**src/rtl/dram_arb_pkg.sv**
```systemverilog
package dram_arb_pkg;

   // Control bits carried with each request, muxed as one vector.
   typedef struct packed {
      logic ras;
      logic cas;
      logic we;
      logic first;
      logic last;
      logic is_cmd;
      logic is_read;
      logic is_write;
   } req_ctl_t;

   localparam int CTL_W = $bits(req_ctl_t);

   // Index width that stays legal for a single port.
   function automatic int idx_width(input int n);
      return (n > 1) ? $clog2(n) : 1;
   endfunction

endpackage

```
**src/rtl/arb_class_filter.sv**
```systemverilog
module arb_class_filter #(
   parameter int N = 4
) (
   input  logic         en_cmd,
   input  logic         en_read,
   input  logic         en_write,
   input  logic [N-1:0] valid,
   input  logic [N-1:0] is_cmd,
   input  logic [N-1:0] is_read,
   input  logic [N-1:0] is_write,
   output logic [N-1:0] elig
);

   initial begin
      assert (N >= 1) else $error("arb_class_filter: N must be at least 1");
   end

   for (genvar i = 0; i < N; i++) begin : g_port
      logic class_hit;
      assign class_hit = (is_cmd[i]   & en_cmd)
                       | (is_read[i]  & en_read)
                       | (is_write[i] & en_write);
      assign elig[i]   = valid[i] & class_hit;
   end

endmodule

```
**src/rtl/arb_rr_search.sv**
```systemverilog
module arb_rr_search #(
   parameter int N  = 4,
   parameter int IW = 2
) (
   input  logic [N-1:0]  elig,
   input  logic [IW-1:0] start,
   output logic          found,
   output logic [IW-1:0] idx
);

   initial begin
      assert (N >= 1) else $error("arb_rr_search: N must be at least 1");
      assert ((1 << IW) >= N) else $error("arb_rr_search: IW too narrow for N");
   end

   // First eligible port at or above start, wrapping to port 0.
   always_comb begin
      found = 1'b0;
      idx   = '0;
      for (int k = 0; k < N; k++) begin
         int cand;
         cand = int'(start) + k;
         if (cand >= N) cand = cand - N;
         if (!found && elig[cand]) begin
            found = 1'b1;
            idx   = IW'(cand);
         end
      end
   end

endmodule

```
**src/rtl/arb_onehot_mux.sv**
```systemverilog
module arb_onehot_mux #(
   parameter int N  = 4,
   parameter int DW = 8
) (
   input  logic [N-1:0]         sel,
   input  logic [N-1:0][DW-1:0] din,
   output logic [DW-1:0]        dout
);

   initial begin
      assert (DW >= 1) else $error("arb_onehot_mux: DW must be at least 1");
   end

   logic [N-1:0][DW-1:0] gated;

   for (genvar i = 0; i < N; i++) begin : g_gate
      assign gated[i] = din[i] & {DW{sel[i]}};
   end

   always_comb begin
      dout = '0;
      for (int i = 0; i < N; i++) begin
         dout = dout | gated[i];
      end
   end

endmodule

```
**src/rtl/dram_req_arbiter.sv**
```systemverilog
module dram_req_arbiter
   import dram_arb_pkg::*;
#(
   parameter int N  = 4,
   parameter int AW = 14,
   parameter int BW = 3
) (
   input  logic                 clk,
   input  logic                 rst_n,
   input  logic                 want_cmds,
   input  logic                 want_reads,
   input  logic                 want_writes,
   input  logic [N-1:0]         req_valid,
   output logic [N-1:0]         req_ready,
   input  logic [N-1:0]         req_first,
   input  logic [N-1:0]         req_last,
   input  logic [N-1:0][AW-1:0] req_addr,
   input  logic [N-1:0][BW-1:0] req_bank,
   input  logic [N-1:0]         req_ras,
   input  logic [N-1:0]         req_cas,
   input  logic [N-1:0]         req_we,
   input  logic [N-1:0]         req_is_cmd,
   input  logic [N-1:0]         req_is_read,
   input  logic [N-1:0]         req_is_write,
   output logic                 out_valid,
   input  logic                 out_ready,
   output logic                 out_first,
   output logic                 out_last,
   output logic [AW-1:0]        out_addr,
   output logic [BW-1:0]        out_bank,
   output logic                 out_ras,
   output logic                 out_cas,
   output logic                 out_we,
   output logic                 out_is_cmd,
   output logic                 out_is_read,
   output logic                 out_is_write
);

   localparam int          IW       = idx_width(N);
   localparam int          DW       = AW + BW + CTL_W;
   localparam logic [IW-1:0] LAST_IX = IW'(N - 1);
   localparam logic [N-1:0]  ONE     = N'(1);

   initial begin
      assert (N >= 2)  else $error("dram_req_arbiter: N must be at least 2");
      assert (AW >= 1) else $error("dram_req_arbiter: AW must be at least 1");
      assert (BW >= 1) else $error("dram_req_arbiter: BW must be at least 1");
   end

   // ---------------------------------------------------------------
   // Class filter
   // ---------------------------------------------------------------
   logic [N-1:0] elig;

   arb_class_filter #(.N(N)) u_filter (
      .en_cmd   (want_cmds),
      .en_read  (want_reads),
      .en_write (want_writes),
      .valid    (req_valid),
      .is_cmd   (req_is_cmd),
      .is_read  (req_is_read),
      .is_write (req_is_write),
      .elig     (elig)
   );

   // ---------------------------------------------------------------
   // Rotation state: last chosen port and whether it is being held
   // ---------------------------------------------------------------
   logic [IW-1:0] last_q;
   logic          held_q;
   logic [IW-1:0] after_last;
   logic [IW-1:0] search_from;
   logic          any_elig;
   logic [IW-1:0] sel_idx;

   assign after_last  = (last_q == LAST_IX) ? '0 : last_q + IW'(1);
   assign search_from = (held_q && elig[last_q]) ? last_q : after_last;

   arb_rr_search #(.N(N), .IW(IW)) u_search (
      .elig  (elig),
      .start (search_from),
      .found (any_elig),
      .idx   (sel_idx)
   );

   always_ff @(posedge clk) begin
      if (!rst_n) begin
         last_q <= LAST_IX;
         held_q <= 1'b0;
      end else if (any_elig) begin
         last_q <= sel_idx;
         held_q <= !out_ready;
      end else begin
         held_q <= 1'b0;
      end
   end

   // ---------------------------------------------------------------
   // Data path
   // ---------------------------------------------------------------
   logic [N-1:0]         sel_oh;
   logic [N-1:0][DW-1:0] packed_req;
   logic [DW-1:0]        packed_out;
   req_ctl_t             ctl_out;

   for (genvar i = 0; i < N; i++) begin : g_pack
      req_ctl_t ctl_i;
      assign ctl_i.ras      = req_ras[i];
      assign ctl_i.cas      = req_cas[i];
      assign ctl_i.we       = req_we[i];
      assign ctl_i.first    = req_first[i];
      assign ctl_i.last     = req_last[i];
      assign ctl_i.is_cmd   = req_is_cmd[i];
      assign ctl_i.is_read  = req_is_read[i];
      assign ctl_i.is_write = req_is_write[i];
      assign packed_req[i]  = {req_addr[i], req_bank[i], ctl_i};
      assign sel_oh[i]      = any_elig && (sel_idx == IW'(i));
      assign req_ready[i]   = sel_oh[i] & out_ready;
   end

   arb_onehot_mux #(.N(N), .DW(DW)) u_mux (
      .sel  (sel_oh),
      .din  (packed_req),
      .dout (packed_out)
   );

   assign {out_addr, out_bank, ctl_out} = packed_out;
   assign out_valid    = any_elig;
   assign out_ras      = ctl_out.ras;
   assign out_cas      = ctl_out.cas;
   assign out_we       = ctl_out.we;
   assign out_first    = ctl_out.first;
   assign out_last     = ctl_out.last;
   assign out_is_cmd   = ctl_out.is_cmd;
   assign out_is_read  = ctl_out.is_read;
   assign out_is_write = ctl_out.is_write;

   // ---------------------------------------------------------------
   // Assertions
   // ---------------------------------------------------------------
   assert_ready_onehot_R7: assert property (@(posedge clk) disable iff (!rst_n)
      $onehot0(req_ready));

   assert_ready_gated_R7: assert property (@(posedge clk) disable iff (!rst_n)
      (|req_ready) |-> (out_ready && out_valid));

   assert_idle_no_ready_R2: assert property (@(posedge clk) disable iff (!rst_n)
      !out_valid |-> (req_ready == '0));

   assert_chosen_is_valid_R1: assert property (@(posedge clk) disable iff (!rst_n)
      out_valid |-> req_valid[sel_idx]);

   assert_hold_when_stalled_R4: assert property (@(posedge clk) disable iff (!rst_n)
      (out_valid && !out_ready) |=> (!elig[$past(sel_idx)] || sel_idx == $past(sel_idx)));

   assert_move_after_take_R6: assert property (@(posedge clk) disable iff (!rst_n)
      (out_valid && out_ready) |=>
         (!out_valid || sel_idx != $past(sel_idx) || elig == (ONE << $past(sel_idx))));

endmodule

```
**config.mk**
```make
export PLATFORM = sky130hd
export DESIGN_NAME = dram_req_arbiter
export DESIGN_NICKNAME = d
export VERILOG_FILES = /design/src/rtl/dram_arb_pkg.sv /design/src/rtl/arb_class_filter.sv /design/src/rtl/arb_rr_search.sv /design/src/rtl/arb_onehot_mux.sv /design/src/rtl/dram_req_arbiter.sv
export SDC_FILE = /design/constraint.sdc
export NUM_CORES = 1
export LEC_CHECK = 0
export BUFFER_PORTS_ARGS = -buffer_cell sky130_fd_sc_hd__buf_2
export CAP_MARGIN = 20
export CORE_UTILIZATION = 35
export DETAILED_ROUTE_END_ITERATION = 10
export PLACE_DENSITY = 0.88
export SKIP_CTS_REPAIR_TIMING = 1
export SYNTH_ARGS = -nofsm -noshare
export SYNTH_HDL_FRONTEND = slang
export SYNTH_SLANG_ARGS = --single-unit
```
**constraint.sdc**
```tcl
create_clock -name clk -period 5 [get_ports clk]
set_input_delay 1.5 -clock clk [delete_from_list [all_inputs] [get_ports clk]]
set_output_delay 1.5 -clock clk [all_outputs]
set_load 0.01 [all_outputs]
```
=== Word level (Yosys, flattened, before mapping) ===
Index checks and enable logic that the tools add are counted.
Widths: inputs -> output; s select.

* Register bits: 3
* Input bits: 110

* Equality and inequality tests: 4
* Reductions and logical operators: 14
* Order comparisons: 9
* Bitwise gates (word level): 35
* Mux-type cells: 28
* Add/subtract/negate cells: 8

{| class="wikitable"
|+ Operators by type and width
! operator !! count
|-
| $lt 32x4->1 const B || 4
|-
| $mux 32 || 4
|-
| $and 25x25->25 || 4
|-
| $ge 32x4->1 const B || 3
|-
| $sub 32x4->32 const B || 3
|-
| $or 25x25->25 || 3
|-
| $and 1x1->1 || 20
|-
| $mux 1 || 13
|-
| $mux 2 || 6
|-
| $bmux 1 s2 || 5
|-
| $logic_and 1x1->1 || 8
|-
| $or 1x1->1 || 8
|-
| $add 2x2->3 const B || 2
|-
| $eq 2x2->1 const B || 3
|-
| $logic_not 1->1 || 4
|-
| $sub 2x3->4 const B || 1
|-
| $add 2x1->3 const B || 1
|-
| $ge 2x3->1 const B || 1
|-
| $lt 2x3->1 const B || 1
|-
| $add 2x1->2 const B || 1
|-
| $eq 2x1->1 const B || 1
|-
| $logic_not 2->1 || 1
|-
| $reduce_and 2->1 || 1
|}

=== Logic depth before layout (Yosys ltp) ===
Gate-level depths: netlist of run 1.

* Depth in word-level cells: 29
* Depth in mapped cells: 10

=== Cells and area by module ===
A second synthesis of run 1 with hierarchy kept.

* Cells, all modules: 140
* Area, all modules: 1072.3 um^2

{| class="wikitable"
|+ Modules (own cells, without submodules)
! module !! instances !! area an instance (um^2) !! cells an instance
|-
| arb_onehot_mux || 1 || 711.9 || 87
|-
| dram_req_arbiter || 1 || 217.7 || 30
|-
| arb_rr_search || 1 || 77.6 || 15
|-
| arb_class_filter || 1 || 65.1 || 8
|}

=== Worst setup path before layout of run 1 ===
OpenSTA, ideal clock, no wires.

* Path kind: input to output
* From: input port req_is_cmd[1]
* To: output port out_addr[0]
* Data required time: 3500 ps
* Stages on the path: 8
* Arrival time: 3349 ps
* Path slack: 151 ps
* Path through: a222oi_1 > o221a_2 > nor2b_2 > or3_4 > a31oi_4 > buf_6 > a22oi_1 > o21ai_1

* Cells in the longest elaborated chain, start to end: 29
* Elaborated cells on any way between the ends: 64

{| class="wikitable"
|+ RTL lines
! element !! line !! RTL
|-
| start: declaration || dram_req_arbiter.sv:22 || <nowiki>input logic [N-1:0] req_is_cmd,</nowiki>
|-
| $and 1x1->1 * || arb_class_filter.sv:20 || <nowiki>assign class_hit = (is_cmd[i] & en_cmd)</nowiki>
|-
| $or 1x1->1 * || arb_class_filter.sv:21 || <nowiki>| (is_read[i] & en_read)</nowiki>
|-
| $or 1x1->1 * || arb_class_filter.sv:22 || <nowiki>| (is_write[i] & en_write);</nowiki>
|-
| $and 1x1->1 * || arb_class_filter.sv:23 || <nowiki>assign elig[i] = valid[i] & class_hit;</nowiki>
|-
| parallel branches: the longest is 24 deep, another holds $sub 32x4->32 || -- ||
|-
| $or 25x25->25 * || arb_onehot_mux.sv:23 || <nowiki>dout = dout | gated[i];</nowiki>
|-
| end: declaration || dram_req_arbiter.sv:29 || <nowiki>output logic [AW-1:0] out_addr,</nowiki>
|}

Mark *: on every way between the ends. The select of a mux whose other input is x is not followed.

=== Worst setup path in the final report of run 1 ===
* From: input port req_is_cmd[0]
* To: output port out_addr[9]

The elaborated chain is that of the path after synthesis.

==> flow_metrics.tcl, run 1 <==
set metrics [dict create \
    coreArea_sq_um 3360 \
    tritoncts "built" \
    clk_pin_slew_ns 0.04 \
    grt_setup_unrepaired "yes" \
    synth.distinct_cells 46 \
    grt_pass1_vias 1526 \
    grt_usage_pct 23.0 \
    dr.pass1.iters 5 \
    fin_cells 364 \
    insertion_delay_ns 0.24 \
    hp-class "register to register" \
    ys_seq_area_share_pct 4.86 \
    drive_gt1_share_pct 66.6 \
    clock-root-buffer "clkbuf_4" \
    powerDensity_nw_per_um2 234 \
    fin_ws_ns -0.148 \
    p_leak_nw 1.20 \
    ios 140 \
    worst_ep_required_time_ns 3.50 \
    nNetsFinal 429 \
    numCtsBuffers 3 \
    wire_per_inst_microns 16.3 \
    cp_data_arrival_time_ns 3.65 \
    ant_nets 0 \
    routabilityCongestion 0.995 \
    yosysWarnings 0 \
    synth_flop_cell "dfxtp_1" \
    clock_path_buffers 2 \
    crit_type "input port to output pin" \
    power_mw 0.575 \
    cts_sinks 3 \
    dieHeight_microns 61.4 \
    fin_skew_ns 0.00224 \
    clock.fmax_ghz 0.194 \
    synth_cells 153 \
    synth_edf_count 0 \
    grt.overflow.total 0 \
    peakVddDrop_mv 0.139 \
    final_util_pct 73.0 \
    synthesis.nets 264 \
    antenna_found_initial 1 \
    initial_core_util_pct 36.8 \
    syn_area_sq_um 1240 \
    max-slew-margin-rel_pct 66.8 \
    vias 2038 \
    portBuffers 139 \
    maxCapViolations 0 \
    row_count 21 \
    chipWidth_microns 61.4 \
    ys_ff_latch 3 \
    dp_cells 346 \
    hold_viol 0 \
    end_kind "output pin" \
    hpwl_mm 4.22 \
    grt_pass1_wl_mm 6.49 \
    status "complete, but fails checks" \
    design.die.area_sq_um 3770 \
    period_needed_ns 5.15 \
    violations "negative setup slack" \
    cp_max_fo 8 \
    cts-htree-levels 1 \
    drc_errors 0 \
    report.final.slew_viol_count 0 \
    critPathLaunchType "input port" \
    syn_area_per_cell_sq_um 8.08 \
    finalWirelength_mm 5.94 \
    fin_crit_sh_pct 103 \
    grt_max_degree 20 \
    drtIter0Drc 134 \
    max_slew.worst_pin.slew_ns 0.497 \
    area_growth_pct 98.5 \
    synthArstFlopShare_pct 0 \
    setup_viol 28 \
    avgViaCountPerCell 5.60 \
]
[logic make-up (layout without fill, tap and decap cells)]
| kind of cell | Yosys count | after routing | share of synthesized area [%] |
|---|---|---|---|
| DFF | 3 | 3 | 4.86 |
| muxes | 25 | 25 | 20.2 |
| adders and majority gates | 1 | 1 | 1.01 |
| AOI/OAI and AO/OA | 69 | 69 | 43.7 |
| other | 0 | 1 | 0 |
| and+or+nand+nor | 39 | 39 | 20.3 |
| buffers and inverters | 16 | 180 | 9.82 |
[state kept, by name (all words and copies together), names as in the netlist]
name and flops:
held_q 1, last_q 2
[layout by cell type (no fill, tap or decap), types with 2 or more instances in the layout]
cell,instances
buf_2,136
mux2i_1,24
a22oi_1,19
o21ai_1,19
buf_4,18
buf_6,11
o21ai_2,7
nand2_1,6
a22oi_2,6
nand2b_1,5
a222oi_1,4
clkbuf_16,4
inv_1,3
nand3_1,3
a31oi_4,3
clkbuf_4,3
dfxtp_1,3
buf_12,3
o221a_2,2
nand3b_1,2
nor2_1,2
nor3_1,2
nor2b_1,2
nand2b_4,2
[where the power goes]
group          leakage [nW]  total [mW]  internal (mW)  switching [mW]
registers            0.0250      0.0353         0.0272         0.00812
clock network        0.0150      0.0442         0.0300          0.0142
logic                  1.16       0.495          0.260           0.235
total                  1.20       0.575          0.318           0.257
[area by class of cell]
type / instances / area, sq um
Antenna cell: 1 / 2.50
Clock buffer: 4 / 26.3
Fill cell: 254 / 910
Inverter: 3 / 11.3
Multi-Input combinational cell: 134 / 1180
Sequential cell: 3 / 60.1
Tap cell: 46 / 57.6
Timing Repair Buffer: 173 / 1110
[cells in the mapped netlist (3+ instances only)]
library cell  instances  area [sq um]
dfxtp_1               3          60.1
a222oi_1              4          40.0
o21ai_1              26           130
a22oi_1              25           188
nand3_1               3          15.0
buf_6                 3          33.8
mux2i_1              25           250
inv_1                 3          11.3
buf_2                 6          30.0
nand2b_1              6          37.5
nand2_1               7          26.3
[metrics by stage]
stage | hold slack [ns] | setup slack [ns] | cell area (sq um) | setup TNS [ns]
floorplan | 0.612 | 0.151 | 1240 | 0
global placement | 0.588 | -0.0812 | 2090 | -1.04
detailed placement | 0.599 | -0.191 | 2090 | -3.88
CTS | 0.613 | -0.187 | 2120 | -3.81
global route | 0.651 | -0.219 | 2450 | -5.01
finish | 0.621 | -0.148 | 2450 | -2.62
[critical path, stage by stage]
cell       delay (ns)
buf_2            0.11
a222oi_1         0.09
buf_4            0.15
nand2b_1         0.18
or4_1            0.59
a31oi_4          0.26
a211oi_4         0.07
buf_6            0.15
clkbuf_16        0.16
mux2i_1          0.19
o21ai_2          0.07
buf_2            0.14
[metal layers]
layer  vias up  wire length (microns)  track usage (%)
met4         0                    206             11.1
met5         -                      0                0
met3        16                    430             1.68
li1        950                      -                -
met1       945                   2350             26.4
met2       127                   2950             42.9
[path summary, 6_finish.rpt]
kind	endpoint	slack, ns	start	depth (start not counted)
max	out_addr[9]	-0.15	req_is_cmd[0]	12
min	last_q[1]$_SDFFE_PN1N_	0.62	last_q[1]$_SDFFE_PN1N_	2
max reg2reg	last_q[1]$_SDFFE_PN1N_	2.66	last_q[1]$_SDFFE_PN1N_	9
min reg2reg	last_q[1]$_SDFFE_PN1N_	0.62	last_q[1]$_SDFFE_PN1N_	2
No activity file was read; power rests on OpenSTA's default activity.
==> run 2: changes to the inputs <==
Settings changed: CORE_UTILIZATION 35 to 37, PLACE_DENSITY 0.88 to 0.92.
Clock period 5 ns to 6.6 ns, I/O delays scaled along.
==> run 2 against run 1 <==
The flow now finishes without violations; sequential power down 24%; final area down 18%; global-route usage up 1.8 points; combinational power down 43%; worst setup slack better by 0.50 ns; critical path depth down 2; register-to-register slack better by 1.7 ns; wire length down 19%; total power down 41%; clock skew about the same; critical path type unchanged; largest power group unchanged.
==> flow_metrics.tcl, run 2 (synthesized netlist as in run 1, its figures left out) <==
set metrics [dict create \
    antenna_found_initial 0 \
    wire_per_inst_microns 14.4 \
    dieHeight_microns 59.8 \
    placed_area_sq_um 1980 \
    cts-htree-levels 1 \
    fin_area_sq_um 2010 \
    status "complete, no violations" \
    p_leak_nw 1.00 \
    hold_viol 0 \
    grt_pass1_wl_mm 6.91 \
    powerDensity_nw_per_um2 169 \
    regMostFlops "last_q" \
    mostFrequentLayoutCells "buf_2 (139), o21ai_1 (26), mux2i_1 (25), a22oi_1 (25), buf_4 (8)" \
    maxCapViolations 0 \
    initial_core_util_pct 39.8 \
    fin_crit_sh_pct 94.7 \
    critPathLaunchType "input port" \
    cp_data_arrival_time_ns 4.27 \
    cp_top_family "compound AO/OA/AOI/OAI gates" \
    clock-root-buffer "clkbuf_4" \
    cts_sinks 3 \
    worst_ep_required_time_ns 4.62 \
    hpwl_mm 4.08 \
    setup_viol 0 \
    reg2reg_depth 8 \
    ios 140 \
    final_util_pct 64.8 \
    max_slew.worst_pin.slew_ns 0.582 \
    avgViaCountPerCell 5.53 \
    tritoncts "built" \
    layout_commonest_cell "buf_2" \
    ant_nets 0 \
    grt_max_degree 23 \
    grt.overflow.total 0 \
    max-slew-margin-rel_pct 61.2 \
    reg_top3 "last_q: 2 flops, held_q: 1 flops" \
    finalWirelength_mm 4.84 \
    drc_errors 0 \
    cp_num_cells 10 \
    grt_usage_pct 24.8 \
    vias 1863 \
    portBuffers 139 \
    hp-class "register to register" \
    holdPathStages 2 \
    insertion_delay_ns 0.23 \
    grt_use_met3_pct 5.19 \
    drtIter0Drc 113 \
    fin_cells 337 \
    use_met1_pct 26.5 \
    report.final.slew_viol_count 0 \
    path_cells "buf_2 > a222oi_1 > o221a_2 > nor2b_2 > or3_4 > a31oi_4 > buf_4 > a22oi_1 > o21ai_1 > buf_2" \
    pre_cts_ws_ns 0.356 \
    dp_cells 333 \
    area_growth_pct 62.7 \
    cp_max_fo 18 \
    clock_path_buffers 2 \
    largest_reg_flops 2 \
    grt_setup_unrepaired "no" \
    cp_slowest_cell "a222oi_1" \
    clk_pin_slew_ns 0.04 \
    design.die.area_sq_um 3580 \
    whs_ns 0.629 \
    fin_ws_ns 0.348 \
    peakVddDrop_mv 0.123 \
    grt_pass1_vias 1690 \
    dr.pass1.iters 4 \
    row_count 20 \
    power_mw 0.340 \
    period_needed_ns 6.25 \
    clock.fmax_ghz 0.160 \
    drive_gt1_share_pct 57.0 \
    busiest_layer "met2" \
    numCtsBuffers 3 \
    chipWidth_microns 59.8 \
    end_kind "output pin" \
    slowest_delay_ns 0.57 \
    diodes 0 \
    use_met2_pct 46.7 \
    coreArea_sq_um 3100 \
    setup_tns_ns 0 \
    path_common_cell "buf_2" \
    critPathBufInv 3 \
    nNetsFinal 405 \
    routabilityCongestion 0.907 \
    crit_type "input port to output pin" \
    fin_skew_ns 0.00195 \
]
[run 2: worst paths after layout]
path                          start  slack (ns)                endpoint
max                   req_is_cmd[1]        0.35             out_addr[4]
min          last_q[0]$_SDFFE_PN1N_        0.63  last_q[0]$_SDFFE_PN1N_
max reg2reg  last_q[1]$_SDFFE_PN1N_        4.35  last_q[1]$_SDFFE_PN1N_
min reg2reg  last_q[0]$_SDFFE_PN1N_        0.63  last_q[0]$_SDFFE_PN1N_
[run 2: layout make-up]
class / instances / area [sq um]
Fill cell: 282 / 1090
Multi-Input combinational cell: 134 / 1060
Timing Repair Buffer: 149 / 796
Sequential cell: 3 / 60.1
Tap cell: 44 / 55.1
Clock buffer: 4 / 26.3
Inverter: 3 / 11.3
[run 2: routing by layer]
metal	wire length (microns)	vias to the layer above	share of wire (%)
met1	1800	858	37
li1	-	899	-
met5	0	-	0
met2	2550	96	53
met3	417	10	8.6
met4	73	0	1.5
[run 2: worst register-to-register path: cells and delay by family, from the launching register on]
| kind | cells | cell delay [ns] |
|---|---|---|
| AO/OA/AOI/OAI | 2 | 0.71 |
| AND/OR/NAND/NOR | 5 | 0.71 |
| buffers and inverters | 1 | 0.19 |
| flip-flops | 1 | 0.50 |
[run 2: power by group]
part           internal [mW]  switching (mW)  total (mW)
registers             0.0206         0.00620      0.0268
clock network         0.0226         0.00920      0.0318
logic                  0.136           0.145       0.281
total                  0.179           0.161       0.340
==> run 3: changes to the inputs <==
--- a/config.mk
+++ b/config.mk
@@ -11,4 +11,5 @@
 export DETAILED_ROUTE_END_ITERATION = 10
 export PLACE_DENSITY = 0.92
+export RECOVER_POWER = 25
 export SKIP_CTS_REPAIR_TIMING = 1
 export SYNTH_ARGS = -nofsm -noshare
==> constraint.sdc (replaced) <==
create_clock -name clk -period 6.6 [get_ports clk]
set_input_delay 0.99 -clock clk [delete_from_list [all_inputs] [get_ports clk]]
set_output_delay 0.99 -clock clk [all_outputs]
set_load 0.01 [all_outputs]
==> run 3 against run 2 <==
The run now ends with max-capacitance violations, max-slew violations left; sequential power decreased by 2%; flip-flop and latch count is the same; first-iteration DRC count up 18%; global-route usage is essentially flat; sequential share of layout area increased by 0.19 points; largest power group unchanged.
==> flow_metrics.tcl, run 3 (synthesized netlist as in run 1, its figures left out) <==
set metrics [dict create \
    drive_gt1_share_pct 54.2 \
    peakVddDrop_mv 0.123 \
    hpwl_mm 4.01 \
    ios 140 \
    insertion_delay_ns 0.23 \
    setup_tns_ns 0 \
    holdPathStages 2 \
    crit_type "input port to output pin" \
    regMostFlops "last_q" \
    largest_reg_flops 2 \
    grt_max_degree 29 \
    rr_startpoint "last_q[1]$_SDFFE_PN1N_" \
    hold_end "last_q[0]$_SDFFE_PN1N_" \
    swShare_pct 49.1 \
    reg_top3 "last_q: 2 flops, held_q: 1 flops" \
    end_kind "output pin" \
    hp-class "register to register" \
    setup_viol 0 \
    cp_max_fo 26 \
    dr.pass1.iters 4 \
    grt.overflow.total 0 \
    fin_ws_ns 1.36 \
    portBuffers 139 \
    fin_crit_sh_pct 79.4 \
    status "complete, but fails checks" \
    startpoint "req_is_cmd[3]" \
    combPwrFrac_pct 81.3 \
    row_count 20 \
    initial_core_util_pct 39.8 \
    critPathLaunchType "input port" \
    clock_path_buffers 2 \
    violations "max-capacitance violations, max-slew violations" \
    worst_ep_required_time_ns 5.61 \
    grt_pass1_wl_mm 6.86 \
    numCtsBuffers 3 \
    period_needed_ns 5.24 \
    ant_nets 0 \
    slowest_delay_ns 1.38 \
    clock-root-buffer "clkbuf_4" \
    powerDensity_nw_per_um2 167 \
    chipWidth_microns 59.8 \
    finalWirelength_mm 4.95 \
    drtIter0Drc 133 \
    mostFrequentLayoutCells "buf_2 (137), o21ai_1 (26), mux2i_1 (25), a22oi_1 (25), nand2_1 (8)" \
    reg2reg_depth 6 \
    pre_cts_ws_ns 1.87 \
    cp_slowest_cell "a221oi_2" \
    max_slew.worst_pin.slew_ns 1.77 \
    p_clk_share_pct 10.3 \
    maxCapViolations 1 \
    drc_errors 0 \
    nNetsFinal 396 \
    area_growth_pct 52.8 \
    grt_pass1_vias 1656 \
    cts_sinks 3 \
    max-slew-margin-rel_pct -18.1 \
    design.die.area_sq_um 3580 \
    avgViaCountPerCell 5.56 \
    p_int_mw 0.161 \
    placed_area_sq_um 1890 \
    clk_pin_slew_ns 0.04 \
    seqPwrFrac_pct 8.3 \
    clock.fmax_ghz 0.191 \
    hold_viol 0 \
    fin_area_sq_um 1890 \
    cp_data_arrival_time_ns 4.25 \
    report.final.slew_viol_count 27 \
    layout_commonest_cell "buf_2" \
    cts-htree-levels 1 \
    p_leak_nw 0.939 \
    grt_usage_pct 24.9 \
    min_from "last_q[0]$_SDFFE_PN1N_" \
    dieHeight_microns 59.8 \
    reg2reg_to "last_q[1]$_SDFFE_PN1N_" \
    fin_skew_ns 0.00192 \
    critPathBufInv 2 \
    wire_per_inst_microns 15.0 \
    antenna_found_initial 0 \
    routabilityCongestion 0.982 \
    coreArea_sq_um 3100 \
    cp_top_family "compound AO/OA/AOI/OAI gates" \
    tritoncts "built" \
    worst-r2r-setup-slack_ns 3.91 \
    vias 1829 \
    path_cells "buf_2 > a222oi_1 > o22ai_1 > o21ai_1 > nand2_1 > a221oi_2 > a22oi_1 > o21ai_1 > buf_2" \
    switchingPower_mw 0.155 \
    grt_setup_unrepaired "no" \
]
-- run 3: how the worst max path moves through the flow --
| stage | cells after the start | to |
|---|---|---|
| after floorplan | 8 | out_addr[0] |
| after global placement | 10 | out_is_write |
| after detailed placement | 9 | out_addr[0] |
| after CTS | 9 | out_addr[0] |
| after global routing | 9 | out_addr[0] |
| final | 9 | out_addr[0] |
-- run 3: worst register-to-register path: cells and delay by family (launching register included) --
family	cells	cell delay, ns
AOI/OAI and AO/OA	3	1.49
DFF	1	0.52
and+or+nand+nor	3	0.53
-- run 3: per-layer routing --
| layer | vias to the layer above | share of wire, % | GRT usage, % | routed length, microns |
|---|---|---|---|---|
| met3 | 11 | 8.3 | 6.06 | 409 |
| met2 | 95 | 51 | 45.9 | 2550 |
| met5 | - | 0 | 0 | 0 |
| li1 | 883 | - | - | - |
| met1 | 840 | 39 | 27.3 | 1920 |
| met4 | 0 | 1.4 | 8.64 | 70 |
-- run 3: layout make-up --
type	instances	area, sq um
well taps	44	55.1
inverters	3	11.3
repair buffers	140	701
diodes	1	2.50
flip-flops and latches	3	60.1
fillers	303	1210
clock buffers	4	26.3
multi-input cells	134	1030
-- run 3: metrics by stage --
step / utilization (%) / instances / hold slack (ns) / power [mW]
2_1_floorplan: - / 153 / 0.612 / 0.210
3_3_place_gp: 61.0 / 324 / 0.593 / 0.283
3_5_place_dp: 61.0 / 324 / 0.612 / 0.288
4_1_cts: 61.8 / 328 / 0.617 / 0.323
5_1_grt: 60.8 / 328 / 0.647 / 0.342
6_report: 60.9 / 329 / 0.600 / 0.316
-- run 3: power groups by stage --
| stage | registers [mW] | logic, mW | clock network, mW |
|---|---|---|---|
| 2_1_floorplan | 0.0216 | 0.189 | 0 |
| 3_3_place_gp | 0.0268 | 0.256 | 0 |
| 3_5_place_dp | 0.0271 | 0.261 | 0 |
| 4_1_cts | 0.0268 | 0.262 | 0.0341 |
| 5_1_grt | 0.0268 | 0.278 | 0.0369 |
| 6_report | 0.0263 | 0.257 | 0.0326 |
